$ cat src/rtl/sm_pkg.sv
// Shared constants and types for the suspend modulation throttle.
// Assumes byte-wide register addresses.
package sm_pkg;
    localparam logic [7:0] A_PM_EN  = 8'h80;
    localparam logic [7:0] A_IRQ_MS = 8'h8C;
    localparam logic [7:0] A_VID_MS = 8'h8D;
    localparam logic [7:0] A_RUN    = 8'h94;
    localparam logic [7:0] A_SUSP   = 8'h95;
    localparam logic [7:0] A_CFG    = 8'h96;

    localparam int PM_GLOBAL_BIT = 0;
    localparam int PM_IRQ_BIT    = 3;
    localparam int PM_VID_BIT    = 4;
    localparam int CFG_MOD_BIT   = 0;

    typedef enum logic {PH_RUN = 1'b0, PH_SUSP = 1'b1} phase_t;

    typedef struct packed {
        phase_t     ph;
        logic [7:0] cnt;
    } phase_sel_t;
endpackage

$ cat src/rtl/sm_regfile.sv
// Byte register file for the throttle. Writes land on the clock edge; reads
// are a combinational mux. Assumes one access per cycle; unmapped addresses
// read 0 and ignore writes.
module sm_regfile
    import sm_pkg::*;
(
    input  logic       clk,
    input  logic       rst_n,
    input  logic       we,
    input  logic [7:0] addr,
    input  logic [7:0] wdata,
    output logic [7:0] rdata,
    output logic       mod_on,
    output logic       irq_gate,
    output logic       vid_gate,
    output logic [7:0] run_cnt,
    output logic [7:0] susp_cnt,
    output logic [7:0] irq_ms,
    output logic [7:0] vid_ms
);
    logic [7:0] pm_en, cfg;

    // Capture register writes; synchronous reset clears everything.
    always_ff @(posedge clk) begin
        if (!rst_n) begin
            pm_en <= '0; cfg <= '0; run_cnt <= '0;
            susp_cnt <= '0; irq_ms <= '0; vid_ms <= '0;
        end else if (we) begin
            case (addr)
                A_PM_EN:  pm_en    <= wdata;
                A_IRQ_MS: irq_ms   <= wdata;
                A_VID_MS: vid_ms   <= wdata;
                A_RUN:    run_cnt  <= wdata;
                A_SUSP:   susp_cnt <= wdata;
                A_CFG:    cfg      <= wdata;
                default:  ;
            endcase
        end
    end

    // Read mux.
    always_comb begin
        case (addr)
            A_PM_EN:  rdata = pm_en;
            A_IRQ_MS: rdata = irq_ms;
            A_VID_MS: rdata = vid_ms;
            A_RUN:    rdata = run_cnt;
            A_SUSP:   rdata = susp_cnt;
            A_CFG:    rdata = cfg;
            default:  rdata = '0;
        endcase
    end

    // Decoded control bits.
    always_comb begin
        mod_on   = cfg[CFG_MOD_BIT];
        irq_gate = pm_en[PM_GLOBAL_BIT] & pm_en[PM_IRQ_BIT];
        vid_gate = pm_en[PM_GLOBAL_BIT] & pm_en[PM_VID_BIT];
    end
endmodule

$ cat src/rtl/sm_phase.sv
// Phase engine: a prescaler divides us_tick into UNIT_US-tick units, and an
// 8-bit down counter alternates running and suspended phases. When run is low,
// everything returns to idle; on the first run cycle it starts fresh with the
// running phase. Counts are sampled only when a phase is loaded.
module sm_phase
    import sm_pkg::*;
#(
    parameter int UNIT_US = 32
) (
    input  logic       clk,
    input  logic       rst_n,
    input  logic       run,
    input  logic       us_tick,
    input  logic [7:0] run_cnt,
    input  logic [7:0] susp_cnt,
    output logic       active,
    output logic       unit_end,
    output logic       in_susp
);
    localparam int PW = (UNIT_US > 1) ? $clog2(UNIT_US) : 1;
    localparam logic [PW-1:0] LAST = PW'(UNIT_US - 1);

    logic [PW-1:0] pre;
    logic [7:0]    rem;
    phase_t        ph;
    phase_sel_t    nx_after_run, nx_fresh;

    // Candidate next phases: after a running phase, and a fresh start.
    always_comb begin
        nx_after_run = (susp_cnt != 8'd0) ? phase_sel_t'{PH_SUSP, susp_cnt}
                                          : phase_sel_t'{PH_RUN, run_cnt};
        if (run_cnt != 8'd0)       nx_fresh = phase_sel_t'{PH_RUN, run_cnt};
        else if (susp_cnt != 8'd0) nx_fresh = phase_sel_t'{PH_SUSP, susp_cnt};
        else                       nx_fresh = phase_sel_t'{PH_RUN, 8'd0};
    end

    // Unit boundary strobe from the prescaler.
    assign unit_end = active && us_tick && (pre == LAST);
    assign in_susp  = active && (ph == PH_SUSP);

    // Prescaler and phase counter sequencing.
    always_ff @(posedge clk) begin
        if (!rst_n || !run) begin
            active <= 1'b0; pre <= '0; ph <= PH_RUN; rem <= '0;
        end else if (!active) begin
            active <= 1'b1; pre <= '0;
            ph <= nx_fresh.ph; rem <= nx_fresh.cnt;
        end else begin
            if (us_tick) pre <= (pre == LAST) ? '0 : pre + 1'b1;
            if (unit_end) begin
                if (rem <= 8'd1) begin
                    if (ph == PH_RUN && rem != 8'd0) begin
                        ph <= nx_after_run.ph; rem <= nx_after_run.cnt;
                    end else begin
                        ph <= nx_fresh.ph; rem <= nx_fresh.cnt;
                    end
                end else begin
                    rem <= rem - 8'd1;
                end
            end
        end
    end
endmodule

$ cat src/rtl/sm_hold.sv
// Speedup hold timer: a qualified trigger loads LEN milliseconds, and busy
// stays high until that many ms of us_tick have elapsed. A trigger while busy
// reloads. A zero length ignores the trigger.
module sm_hold #(
    parameter int MS_US = 1000
) (
    input  logic       clk,
    input  logic       rst_n,
    input  logic       us_tick,
    input  logic       trig,
    input  logic [7:0] len,
    output logic       busy
);
    localparam int SW = (MS_US > 1) ? $clog2(MS_US) : 1;
    localparam logic [SW-1:0] LAST = SW'(MS_US - 1);

    logic [SW-1:0] sub;
    logic [7:0]    left;

    // Load on trigger, otherwise count down one ms per MS_US ticks.
    always_ff @(posedge clk) begin
        if (!rst_n) begin
            sub <= '0; left <= '0;
        end else if (trig && len != 8'd0) begin
            sub <= '0; left <= len;
        end else if (left != 8'd0 && us_tick) begin
            if (sub == LAST) begin
                sub <= '0; left <= left - 8'd1;
            end else begin
                sub <= sub + 1'b1;
            end
        end
    end

    assign busy = (left != 8'd0);
endmodule

$ cat src/rtl/susp_throttle.sv
// Top level of the suspend modulation throttle. It ties together the register
// file, the phase engine and one hold timer per speedup source (interrupt =
// index 0, video = index 1). Assumes us_tick is synchronous to clk.
module susp_throttle #(
    parameter int UNIT_US = 32,
    parameter int MS_US   = 1000
) (
    input  logic       clk,
    input  logic       rst_n,
    input  logic       us_tick,
    input  logic       cfg_we,
    input  logic [7:0] cfg_addr,
    input  logic [7:0] cfg_wdata,
    output logic [7:0] cfg_rdata,
    input  logic       irq_evt,
    input  logic       vid_evt,
    output logic       susp_n
);
    localparam int NSRC = 2;

    logic            mod_on, irq_gate, vid_gate;
    logic [7:0]      off_cnt, on_cnt, irq_ms, vid_ms;
    logic [NSRC-1:0] hold_trig, hold_busy;
    logic [NSRC-1:0][7:0] hold_len;
    logic            run, ph_act, ph_unit, ph_susp;

    sm_regfile u_regs (
        .clk(clk), .rst_n(rst_n), .we(cfg_we), .addr(cfg_addr),
        .wdata(cfg_wdata), .rdata(cfg_rdata), .mod_on(mod_on),
        .irq_gate(irq_gate), .vid_gate(vid_gate), .run_cnt(off_cnt),
        .susp_cnt(on_cnt), .irq_ms(irq_ms), .vid_ms(vid_ms)
    );

    // Qualified triggers and hold lengths per source.
    assign hold_trig = {vid_evt & vid_gate, irq_evt & irq_gate};
    assign hold_len  = {vid_ms, irq_ms};

    for (genvar i = 0; i < NSRC; i++) begin : g_hold
        sm_hold #(.MS_US(MS_US)) u_hold (
            .clk(clk), .rst_n(rst_n), .us_tick(us_tick),
            .trig(hold_trig[i]), .len(hold_len[i]), .busy(hold_busy[i])
        );
    end

    // Modulation runs only when enabled and no hold is pending.
    assign run = mod_on & ~(|hold_busy);

    sm_phase #(.UNIT_US(UNIT_US)) u_phase (
        .clk(clk), .rst_n(rst_n), .run(run), .us_tick(us_tick),
        .run_cnt(off_cnt), .susp_cnt(on_cnt), .active(ph_act),
        .unit_end(ph_unit), .in_susp(ph_susp)
    );

    assign susp_n = ~(run & ph_susp);
endmodule

$ cat config.mk
export PLATFORM = sky130hd
export DESIGN_NAME = susp_throttle
export DESIGN_NICKNAME = d
export VERILOG_FILES = /design/src/rtl/sm_pkg.sv /design/src/rtl/sm_regfile.sv /design/src/rtl/sm_phase.sv /design/src/rtl/sm_hold.sv /design/src/rtl/susp_throttle.sv
export SDC_FILE = /design/constraint.sdc
export NUM_CORES = 1
export LEC_CHECK = 0
export BUFFER_PORTS_ARGS = -buffer_cell sky130_fd_sc_hd__buf_2
export CAP_MARGIN = 20
export CORE_MARGIN = 2
export CORE_UTILIZATION = 60
export CTS_BUF_LIST = sky130_fd_sc_hd__clkbuf_8 sky130_fd_sc_hd__clkbuf_16
export CTS_CLUSTER_SIZE = 30
export DETAILED_ROUTE_END_ITERATION = 10
export PLACE_DENSITY = 0.79
export SLEW_MARGIN = 40
export SYNTH_ARGS = -nofsm -noshare
export SYNTH_HDL_FRONTEND = slang
export SYNTH_SLANG_ARGS = --single-unit
$ cat constraint.sdc
create_clock -name clk -period 2.65 [get_ports clk]
set_input_delay 0.1325 -clock clk [delete_from_list [all_inputs] [get_ports clk]]
set_output_delay 0.1325 -clock clk [all_outputs]
set_load 0.02 [all_outputs]
# --- Word-level counts from Yosys, hierarchy flattened ---
# Cells that the tools add are included.
word_totals:
  in_bits: 22
  out_inout_bits: 9
  ff_bits: 99
  elab_cells: 100
classes:
  n_eq_ne: 11
  order_cmp: 1
  bitwise: 11
  muxes: 22
  n_reduce_logical: 35
  addsub: 6
op_table:
  columns: ["op", "n"]
  rows:
  - ["8-bit two-way mux", 10]
  - ["8-bit nonzero test", 7]
  - ["8-bit == test, second input constant", 6]
  - ["8-bit case mux with 6 select lines", 1]
  - ["9-bit two-way mux", 3]
  - ["8-bit by 1-bit subtractor with 8-bit output, second input constant", 3]
  - ["10-bit by 1-bit adder with 10-bit output, second input constant", 2]
  - ["10-bit == test, second input constant", 2]
  - ["10-bit two-way mux", 2]
  - ["2-bit AND reduction", 9]
  - ["8-bit by 1-bit <= comparator with 1-bit output, second input constant", 1]
  - ["1-bit logical AND", 8]
  - ["2-bit nonzero test", 4]
  - ["2-bit OR reduction", 4]
  - ["1-bit AND", 6]
  - ["5-bit by 1-bit adder with 5-bit output, second input constant", 1]
  - ["5-bit == test, second input constant", 1]
  - ["1-bit two-way mux", 5]
  - ["5-bit two-way mux", 1]
  - ["1-bit inverter", 5]
  - ["2-bit inequality test, second input constant", 2]
  - ["1-bit logical NOT", 2]
  - ["1-bit logical OR", 1]

# --- Longest topological paths before layout ---
# Gate-level depths: netlist of run 1.
depth:
  depth_word: 7
  depth_mapped: 9
  depth_no_buf: 9

# --- Hierarchy ---
# Synthesis of run 1 repeated with hierarchy kept, for this count alone.
unflattened:
  cells_unflattened: 623
  hier_area_um2: 5634.2
modules_own_cells:
  columns: ["mod", "seq_area_each_um2", "instances", "cells_each", "area_each_um2"]
  rows:
  - ["sm_regfile", 960.9, 1, 223, 2252.2]
  - ["sm_hold (g_hold[1].u_hold)", 360.3, 1, 131, 1142.3]
  - ["sm_hold (g_hold[0].u_hold)", 360.3, 1, 131, 1137.3]
  - ["sm_phase", 300.3, 1, 134, 1066.0]
  - ["susp_throttle", 0.0, 1, 4, 36.3]

# --- Worst setup path after synthesis of run 1 ---
# Ideal clock, no wire load.
synth_path:
  path_kind: "register to register"
  start: "reg u_phase.rem[2]"
  end: "reg u_phase.rem[6]"
  setup_time_ns: 0.088
  path_stages_with_launch: 7
  period_less_slack_ns: 2.079
  required_ns: 2.562
  arrival_ns: 1.991
  n_path_buf: 1
  slack_ns: 0.571
  cell_sequence: "dfxtp_1 -> or4_1 -> buf_2 -> or4_4 -> a21oi_4 -> a22oi_1 -> a311oi_2"
synth_between:
  elab_chain_len: 6
  elab_cells_between_ends: 8
  cone_classes: "add/sub: 1; order compare: 1; mux: 4; reduce/logical: 2"
synth_lines:
  columns: ["element", "line_no", "source"]
  rows:
  - ["start, declared", "sm_phase.sv:24", "logic [7:0] rem;"]
  - ["start signal, assigned", "sm_phase.sv:47", "ph <= nx_fresh.ph; rem <= nx_fresh.cnt;"]
  - ["start signal, assigned", "sm_phase.sv:53", "ph <= nx_after_run.ph; rem <= nx_after_run.cnt;"]
  - ["start signal, assigned", "sm_phase.sv:55", "ph <= nx_fresh.ph; rem <= nx_fresh.cnt;"]
  - ["branches (longest 3 deep; another with 8-bit by 1-bit subtractor with 8-bit output)", null, null]
  - ["8-bit two-way mux (*)", "sm_phase.sv:51", "if (rem <= 8'd1) begin"]
  - ["8-bit two-way mux (*)", "sm_phase.sv:50", "if (unit_end) begin"]
  - ["8-bit two-way mux (*)", "sm_phase.sv:45", "end else if (!active) begin"]
# Mark *: on every way between the ends. The select of a mux whose other input is x is not followed.
# A chain may end at the register's enable or synchronous reset.

# --- Worst setup path in the final report of run 1 ---
# Same ends and word-level chain as after synthesis.

==> results.md, run 1 <==
* TritonRoute pass-1 iters at 5
* Initial antenna violation count at 0
* Max_cap viols at 0
* DPL Wire Length at 9090 um
* Total GRT Usage at 28.6%
* Final setup fails at 0
* Flop-to-flop setup slack at 0.33 ns
* Clock transition at path regs at 0.10 ns
* Synth top cells by count: dfxtp_1, nand2_1, nand3_1
* Synthesized net count at 647
* Async set or reset register ratio after synthesis at 0%
* Worst endpoint required time at 2.93 ns
* FF+latch area at 1980 um2
* CP Max Fanout at 7
* Die width at 96.0 um
* Final hold violations at 0
* Wirelength per Cell at 16.7 um
* Final setup TNS at 0 ns
* Via count at 4,728
* Row Count at 33
* Status: finished, final reports clean
* Post-Syn Instances at 614
* Nets at 677
* Synthesized area at 5080 um2
* Prevailing post-synth register cell: dfxtp_1
* Synth area leader: dfxtp_1
* Leakage at 1.89 nW
* #FFs+latches synth at 99
* Max-slew headroom at 58.9%
* Antenna cell count at 0
* TritonCTS clock tree: done
* # IOs at 31
* Power Density at 442 nW/um2
* Crit Path Category: flop to flop
* Post_cts resized at 0
* Area Growth Syn to Fin at 9.16%
* Pins Over Slew Limit at 0
* Via/cell ratio at 6.28
* Yosys cell types at 62
* Worst hold margin at 0.0789 ns
* Area taken by multi-input logic gates at 2950 um2
* Vias in the first global route at 4,225
* Pin count of the biggest net entering global routing at 41
* Total clock sinks at 99
* Worst EP arrival at 2.60 ns
* Maximum clock path buffer count at 2
* Starting Density at 61.8%
* Critical Path Source Type: flop
* Core ar. at 8220 um2
* H-tree levels at 3
* Remaining antenna violation count at 0
* HP Class: input port to flop
* DR iter-0 viols at 263
* Crit end category: flop
* Hold-fix buffers, CTS at 0
* Clk_lat worst skew at 0.37 ns
* Syn Area/Cell at 8.28 um2
* Least-Margin Pin Slew at 0.616 ns
* Max Fclk at 0.432 GHz
* RSZ-0062 raised after global routing: no
* Die H at 96.0 um
* GP Congestion at 0.937
* Ratio of cells with drive above 1 in the final layout at 12.2%
* Quantity of I/O buffers inserted on ports at 30
* Sequential share of the synthesized area at 39.0%
* DIE AREA at 9220 um2
* Count leader, synth: dfxtp_1
* Setup Fix Bufs, Post-CTS at 0
* EDFF count, synth at 0
* Syn. warnings at 0
* DRC Markers at 0
* CTS root buf: clkbuf_8
* Final min period at 2.32 ns
* Max VDD drop at 0.000305 V
* Final Skew at 0.00667 ns
* Top-area cell type share of the netlist area at 39.0%
* Synth top area cells: dfxtp_1, a21boi_0, nand2_1, nand3_1, xor2_1
* Drt total wl at 12,600 um
* Period utilization at 87.4%
* Congestion Overflow GR at 0
* Fill cells at 681
* Global-route wire length before repair at 20,500 um
* TritonCTS buffer count at 9
[logic make-up after synthesis]
kind of cell	synth area share (%)
and+or+nand+nor	28.4
AOI/OAI and AO/OA	20.1
DFF	39.0
buffers and inverters	2.95
xor gates and xnor gates	6.03
adders and majority gates	2.71
muxes	0.837
[metal layers]
layer / GRT usage (%) / routed length [um] / vias up
li1: - / - / 2296
met1: 40.7 / 5670 / 2229
met2: 44.8 / 5720 / 179
met3: 4.31 / 916 / 24
met4: 8.69 / 277 / 0
met5: 0 / 0 / -
[state kept, by name, indices dropped and copies added (netlist names)]
register            cells
u_regs.vid_ms           8
u_regs.cfg              8
g_hold.u_hold.sub      20
u_phase.active          1
u_phase.rem             8
u_regs.run_cnt          8
u_regs.irq_ms           8
u_regs.susp_cnt         8
u_phase.pre             5
u_regs.pm_en            8
u_phase.ph              1
g_hold.u_hold.left     16
[area by class of cell]
type / instances / share of cell area, %
Inverter: 12 / 0.812
Timing Repair Buffer: 46 / 4.87
Multi-Input combinational cell: 476 / 53.2
Clock inverter: 6 / 0.812
Sequential cell: 99 / 35.7
Clock buffer: 9 / 2.23
Tap cell: 105 / 2.37
[worst paths after layout]
path                    from         endpoint  cells past startpoint
max reg2reg   u_phase.rem[2]   u_phase.rem[6]                      5
min reg2reg  u_regs.pm_en[5]  u_regs.pm_en[5]                      2
min             cfg_wdata[6]  u_regs.pm_en[6]                      3
max           u_phase.rem[2]   u_phase.rem[6]                      5
[through the flow]
step | std cells | power [mW] | worst slack (ns) | area [um2] | utilization (%)
floorplan | 614 | 1.57 | 0.571 | 5080 | -
detailed placement | 738 | 1.62 | 0.358 | 5380 | 65.4
global placement | 738 | 1.62 | 0.421 | 5380 | 65.4
global route | 753 | 2.54 | 0.208 | 5550 | 67.5
CTS | 753 | 2.47 | 0.351 | 5550 | 67.5
finish | 753 | 2.45 | 0.333 | 5550 | 67.5
[worst max-delay path, stage by stage (launching register included)]
cell and delay [ns]:
dfxtp_1 0.36, or4_1 0.67, or4_4 0.55, a21oi_4 0.21, a22oi_1 0.15, a311oi_2 0.28
[power by group]
part | internal [mW] | switching, mW
Clock | 0.337 | 0.531
Combinational | 0.0328 | 0.0644
Sequential | 1.49 | 0.00108
[cells in the final DEF, fill, tap and decap left out, types with 5 or more instances in the layout]
master | synthesis | routed
nand2_1 | 92 | 92
nor3b_1 | 5 | 5
nor4_1 | 10 | 10
a221oi_1 | 7 | 7
a22oi_1 | 25 | 25
a21boi_0 | 48 | 48
inv_1 | 11 | 12
buf_2 | 3 | 30
clkbuf_8 | 0 | 9
o21ai_0 | 22 | 22
a21oi_1 | 10 | 10
nand4_1 | 17 | 17
xor2_1 | 22 | 22
dfxtp_1 | 99 | 99
nor2_1 | 40 | 40
buf_4 | 0 | 16
nor3_1 | 13 | 13
nand3_1 | 65 | 65
or4_1 | 5 | 5
nand2b_1 | 5 | 5
xnor2_1 | 13 | 13
ha_1 | 11 | 11
(Power assumes the default switching activity.)
==> inputs of run 2 (changes only) <==
Settings changed: ABC_AREA set to 1.
==> run 2 against run 1 <==
  * Register-to-register slack better by 0.29 ns
  * Flip-flop and latch count is the same
  * Clock-buffer cell count increased by 3
  * Sequential power hardly changed
  * Clock skew up 0.0039 ns
  * Core utilization is 1.6 points lower
  * Synthesized cell count rose by 40%
  * Area after synthesis rose by 12%
  * Power is 2.5% higher
  * First-iteration DRC count increased by 15%
  * Non-clock buffer count down 14
  * Critical path type unchanged
  * Critical endpoint is now u_phase.rem[5]
==> results.md, run 2 <==
* Least-Margin Pin Slew at 0.586 ns (-0.0300 ns)
* Final Skew at 0.0105 ns (+0.00386 ns)
* Setup Fix Bufs, Post-CTS at 0 (unchanged)
* Global-route wire length before repair at 23,500 um (+15%)
* HP Class: input port to flop
* Max reg flops at 20 (unchanged)
* Reg-to-reg startpoint: u_phase.pre[0]
* Clk_lat worst skew at 0.36 ns (about the same)
* Pre-CTS WS at 0.630 ns (+0.272 ns)
* Area Growth Syn to Fin at 6.65%
* Starting Density at 61.8% (-0.071 points)
* Leakage at 2.60 nW (+37%)
* # IOs at 31 (unchanged)
* Sequential share of the synthesized area at 34.9% (-4.1 points)
* Hold Startpoint: cfg_wdata[2]
* TritonRoute pass-1 iters at 5 (unchanged)
* Max VDD drop at 0.000287 V (-6.1%)
* Final min period at 2.03 ns (-0.286 ns)
* Synthesized net count at 895 (+38%)
* #FFs+latches synth at 99 (unchanged)
* Total clock sinks at 99 (unchanged)
* Row Count at 35 (+6.1%)
* Congestion Overflow GR at 0 (unchanged)
* Via/cell ratio at 5.59 (-11%)
* TritonCTS buffer count at 9 (unchanged)
* Die H at 101 um (+5.5%)
* Antenna cell count at 0 (unchanged)
* Synth top area cells: dfxtp_1, nand2_1, a21oi_1, inv_1, o21ai_0
* Quantity of I/O buffers inserted on ports at 30 (unchanged)
* DR iter-0 viols at 302 (+15%)
* Maximum clock path buffer count at 2 (unchanged)
* Period utilization at 76.6% (-11 points)
* Worst hold margin at 0.0855 ns (+0.00657 ns)
* Count leader, synth: nand2_1
* DRC Markers at 0 (unchanged)
* Synth top cells by count: nand2_1, inv_1, dfxtp_1
* Placed cell area at 5870 um2 (+9.1%)
* Post_cts resized at 0 (unchanged)
* Ratio of cells with drive above 1 in the final layout at 9.00% (-3.2 points)
* Final cell count without fillers at 1,000 (+33%)
* Largest regs: g_hold.u_hold.sub (20), g_hold.u_hold.left (16)
* Drt total wl at 13,700 um (+8.7%)
* Most common cell after layout, fill and taps aside: nand2_1
* Clock transition at path regs at 0.09 ns (about the same)
* Commonest cells after routing, fill and taps aside: nand2_1, inv_1, dfxtp_1, a21oi_1, nor2_1
* Pin count of the biggest net entering global routing at 36 (-12%)
* CTS root buf: clkbuf_8
* Power Density at 415 nW/um2 (-6.2%)
* Nets at 917 (+35%)
* Initial antenna violation count at 0 (unchanged)
* Prevailing post-synth register cell: dfxtp_1
* Synthesized area at 5680 um2 (+12%)
* Max Fclk at 0.493 GHz (+14%)
* Final Total Pwr at 2.51 mW (+2.5%)
* Top-area cell type share of the netlist area at 34.9% (-4.1 points)
* TritonCTS clock tree: done
* Worst EP arrival at 2.29 ns (-0.31 ns)
* Core ar. at 9200 um2 (+12%)
* Critical Path Source Type: flop
* Die width at 101 um (+5.5%)
* Pins Over Slew Limit at 0 (unchanged)
* Max-slew headroom at 60.8% (+1.9 points)
* Max_cap viols at 0 (unchanged)
* Post-Syn Instances at 862 (+40%)
* Biggest register: g_hold.u_hold.sub
* Final setup TNS at 0 ns (unchanged)
* Hold-fix buffers, CTS at 0 (unchanged)
* CP Max Fanout at 16 (+9)
* Async set or reset register ratio after synthesis at 0% (unchanged)
* Remaining antenna violation count at 0 (unchanged)
* Vias in the first global route at 5,157 (+22%)
* Worst endpoint required time at 2.91 ns (-0.02 ns)
* Syn Area/Cell at 6.59 um2 (-20%)
* RSZ-0062 raised after global routing: no
* Utilization after layout at 65.9% (-1.6 points)
* Total GRT Usage at 28.1% (-0.51 points)
* DPL Wire Length at 10,300 um (+13%)
* Final hold violations at 0 (unchanged)
* Design area at 6060 um2 (+9.2%)
* Status: finished, final reports clean
* Via count at 5,585 (+18%)
* Synth area leader: dfxtp_1
* Syn. warnings at 0 (unchanged)
* Wirelength per Cell at 13.7 um (-18%)
* EDFF count, synth at 0 (unchanged)
* Final setup fails at 0 (unchanged)
* Placed Cells at 984 (+33%)
* GP Congestion at 0.934 (-0.29%)
* H-tree levels at 3 (unchanged)
* Final worst setup slack at 0.620 ns (+0.286 ns)
* Crit Path Category: flop to flop
* Crit. Startpoint: u_phase.pre[0]
* Crit end category: flop
* DIE AREA at 10,300 um2 (+11%)
* Yosys cell types at 41 (-34%)
==> run 2: cell count changes in the layout (fill, tap and decap cells not counted), moves of 8 or more <==
cell      change
a21boi_0     -48
a21oi_1      +81
a22oi_1      -24
buf_4        -14
inv_1        +92
nand2_1     +130
nor2_1       +42
nor4_1        -9
o21ai_0      +42
xnor2_1       -8
xor2_1       -13
==> run 2: kinds of logic after synthesis <==
kind of cell	count (synthesis)	share of synthesized area (%)
flops	99	34.9
fa+ha+maj	11	2.42
compound gates	182	17.4
buf+inv	126	9.03
xor+xnor	14	2.16
simple gates	430	34.1
==> run 2: power by group <==
group	leakage (nW)	switching, mW	internal (mW)
Sequential	0.797	0.00121	1.49
Combinational	1.70	0.0708	0.0264
Clock	0.0998	0.513	0.416
Total	2.60	0.585	1.93
==> run 2: final cells by class <==
cell class | count | area [um2]
Clock buffer | 12 | 165
Clock inverter | 4 | 25.0
Fill cell | 874 | 3140
Inverter | 105 | 397
Multi-Input combinational cell | 637 | 3190
Sequential cell | 99 | 1980
Tap cell | 111 | 139
Timing Repair Buffer | 32 | 165
==> run 2: path summary, 6_finish.rpt <==
path / endpoint / slack (ns) / depth (start not counted)
worst min-delay path: u_regs.pm_en[2] / 0.09 / 3
worst max register to register: u_phase.rem[5] / 0.62 / 13
worst min register to register: u_regs.cfg[6] / 0.46 / 2
worst max-delay path: u_phase.rem[5] / 0.62 / 13
==> run 2: worst max-delay path, cell delays in order, from the launching register on <==
cell	delay, ns
dfxtp_1	0.39
ha_1	0.18
nand2_1	0.08
nor2_1	0.11
ha_1	0.19
nand2_1	0.08
nand2_1	0.34
inv_1	0.11
nor2_1	0.12
nand2_1	0.06
nand2_1	0.05
nand2_1	0.05
a21oi_1	0.11
nor2_1	0.05
==> run 2: routing by layer <==
layer / GRT usage, % / routed length, um / share of wire [%]
met4: 7.28 / 238 / 1.7
met5: 0 / 0 / 0
met3: 4.62 / 679 / 5.0
met2: 47.2 / 6390 / 47
met1: 37.8 / 6370 / 47
==> inputs of run 3 (changes only) <==
Settings changed: ABC_AREA 1 to 0.
Clock period 2.65 ns to 2.12 ns, I/O delays scaled along.
==> run 3 against run 2 <==
  * Via count down 16%
  * Flip-flop and latch count unchanged
  * Sequential power grew 25%
  * Combinational power is 30% higher
  * First-iteration DRC count fell by 19%
  * Non-clock buffer count grew 27
  * Global-route usage up 0.47 points
  * Register-to-register slack worse by 0.56 ns
  * Final area is 5.2% lower
  * Routed wire length fell by 6.0%
  * Sequential share of layout area grew 1.8 points
  * Critical path type is now flop to output port
  * Critical endpoint is now susp_n
==> results.md, run 3 (synthesized netlist as in run 1, its figures left out) <==
* Status: finished, final reports clean
* Reg-to-reg startpoint: u_phase.rem[4]
* H-tree levels at 3 (unchanged)
* Slowest CP cell: nor4_1
* Crit Path Category: flop to output port
* Most common cell after layout, fill and taps aside: dfxtp_1
* Clk_lat worst skew at 0.37 ns (about the same)
* Via count at 4,692 (-16%)
* Largest regs: g_hold.u_hold.sub (20), g_hold.u_hold.left (16)
* Pin count of the biggest net entering global routing at 37 (+2.8%)
* # IOs at 31 (unchanged)
* HP Class: input port to flop
* Total GRT Usage at 28.6% (+0.47 points)
* Vias in the first global route at 4,211 (-18%)
* DPL Wire Length at 9280 um (-9.6%)
* Area Growth Syn to Fin at 13.0%
* Hold Startpoint: cfg_wdata[5]
* Crit. Startpoint: g_hold[1].u_hold.left[2]
* Row Count at 33 (-5.7%)
* Total clock sinks at 99 (unchanged)
* CTS root buf: clkbuf_8
* Drt total wl at 12,900 um (-6.0%)
* Via/cell ratio at 6.12 (+9.5%)
* Crit path max-delay family: simple AND/OR/NAND/NOR gates
* Max-slew headroom at 59.3% (-1.5 points)
* Critical Path Source Type: flop
* CP Max Fanout at 5 (-11)
* TritonRoute pass-1 iters at 4 (-1)
* Nets at 690 (-25%)
* Ratio of cells with drive above 1 in the final layout at 16.0% (+7.0 points)
* Remaining antenna violation count at 0 (unchanged)
* DR iter-0 viols at 245 (-19%)
* Starting Density at 61.8% (+0.071 points)
* Final Skew at 0.0131 ns (+0.00262 ns)
* DIE AREA at 9220 um2 (-10%)
* Max VDD drop at 0.000336 V (+17%)
* GP Congestion at 0.897 (-4.0%)
* Global-route wire length before repair at 20,700 um (-12%)
* Final setup fails at 0 (unchanged)
* Final min period at 2.10 ns
* Wirelength per Cell at 16.8 um (+23%)
* Worst EP arrival at 1.99 ns (-0.30 ns)
* Placed cell area at 5470 um2 (-6.8%)
* Period utilization at 99.0%
* Area taken by multi-input logic gates at 3020 um2 (-5.3%)
* Die width at 96.0 um (-5.2%)
* Congestion Overflow GR at 0 (unchanged)
* Final hold violations at 0 (unchanged)
* Max_cap viols at 0 (unchanged)
* Clock transition at path regs at 0.10 ns (about the same)
* Power Density at 560 nW/um2 (+35%)
* Crit end category: output port
* Leakage at 1.98 nW (-24%)
* Commonest cells after routing, fill and taps aside: dfxtp_1, nand2_1, nand3_1, a21boi_0, nor2_1
* Least-Margin Pin Slew at 0.610 ns (+0.0236 ns)
* FF+latch area at 1980 um2 (unchanged)
* DRC Markers at 0 (unchanged)
* Quantity of I/O buffers inserted on ports at 30 (unchanged)
* Max Fclk at 0.477 GHz
* Biggest register: g_hold.u_hold.sub
* Die H at 96.0 um (-5.2%)
* CP Buf/Inv Count at 1 (unchanged)
* Core ar. at 8220 um2 (-11%)
* TritonCTS clock tree: done
* Design area at 5740 um2 (-5.2%)
* CP Cell Sequence: nor4_1 > and2_1 > and2_4 > nand4_1 > buf_2
* Final worst setup slack at 0.0217 ns (-0.598 ns)
* Utilization after layout at 69.9% (+4.0 points)
* Crit path largest cell delay at 0.52 ns (+0.13 ns)
* TritonCTS buffer count at 9 (unchanged)
* Max reg flops at 20 (unchanged)
* Antenna cell count at 0 (unchanged)
* Worst hold margin at 0.0690 ns (-0.0166 ns)
* Worst endpoint required time at 2.01 ns (-0.90 ns)
* Pre-CTS WS at -0.0901 ns (-0.720 ns)
* Pins Over Slew Limit at 0 (unchanged)
* Maximum clock path buffer count at 2 (unchanged)
* Fill cells at 659 (-25%)
* Initial antenna violation count at 0 (unchanged)
## run 3: cell count changes in the layout (fill, tap and decap cells not counted), moves of 8 or more
cell and delta:
a21boi_0 +48, a21oi_1 -82, a22oi_1 +23, buf_4 +27, inv_1 -93, nand2_1 -130
nor2_1 -43, o21ai_0 -42, xnor2_1 +8, xor2_1 +13
## run 3: worst paths after layout
check / cells past startpoint / end / slack (ns)
worst max-delay path: 5 / susp_n / 0.02
worst min-delay path: 3 / u_regs.pm_en[5] / 0.07
worst max register to register: 5 / u_phase.rem[6] / 0.06
worst min register to register: 2 / u_regs.cfg[4] / 0.47
## run 3: layer usage
metal	GRT usage (%)	up-vias	share of wire, %
li1	-	2312	-
met1	40.5	2200	45
met2	44.2	159	47
met3	3.60	21	6.3
met4	11.3	0	1.9
met5	0	-	0
## run 3: worst min-delay path, delay by kind of cell
kind	cells	cell delay, ns
AOI/OAI and AO/OA	1	0.07
buffers and inverters	1	0.15
and+or+nand+nor	1	0.07
## run 3: through the flow
step	total power, mW	std cells	TNS, ns
2_1_floorplan	1.97	614	0
3_3_place_gp	2.03	750	-0.178
3_5_place_dp	2.03	750	-0.252
4_1_cts	3.23	766	-0.00827
5_1_grt	3.31	767	-0.0365
6_report	3.22	767	0
## run 3: layout make-up
type | instances | share of cell area, %
tap | 105 | 2.29
timing repair buffer | 59 | 6.41
clock buffer | 9 | 2.16
sequential | 99 | 34.5
clock inverter | 7 | 1.33
inverter | 12 | 0.784
multi-input combinational | 476 | 52.5
## run 3: power by group
part / total [mW] / switching [mW] / internal [mW]
clock network: 1.23 / 0.677 / 0.554
registers: 1.86 / 0.00132 / 1.86
logic: 0.126 / 0.0829 / 0.0434
total: 3.22 / 0.761 / 2.46
## run 3: what timing repair did
action,CTS,global route
pin swaps,0,3
resized for setup,7,9
endpoints found under the setup margin,7,21
setup buffers,0,1
hold buffers,0,0
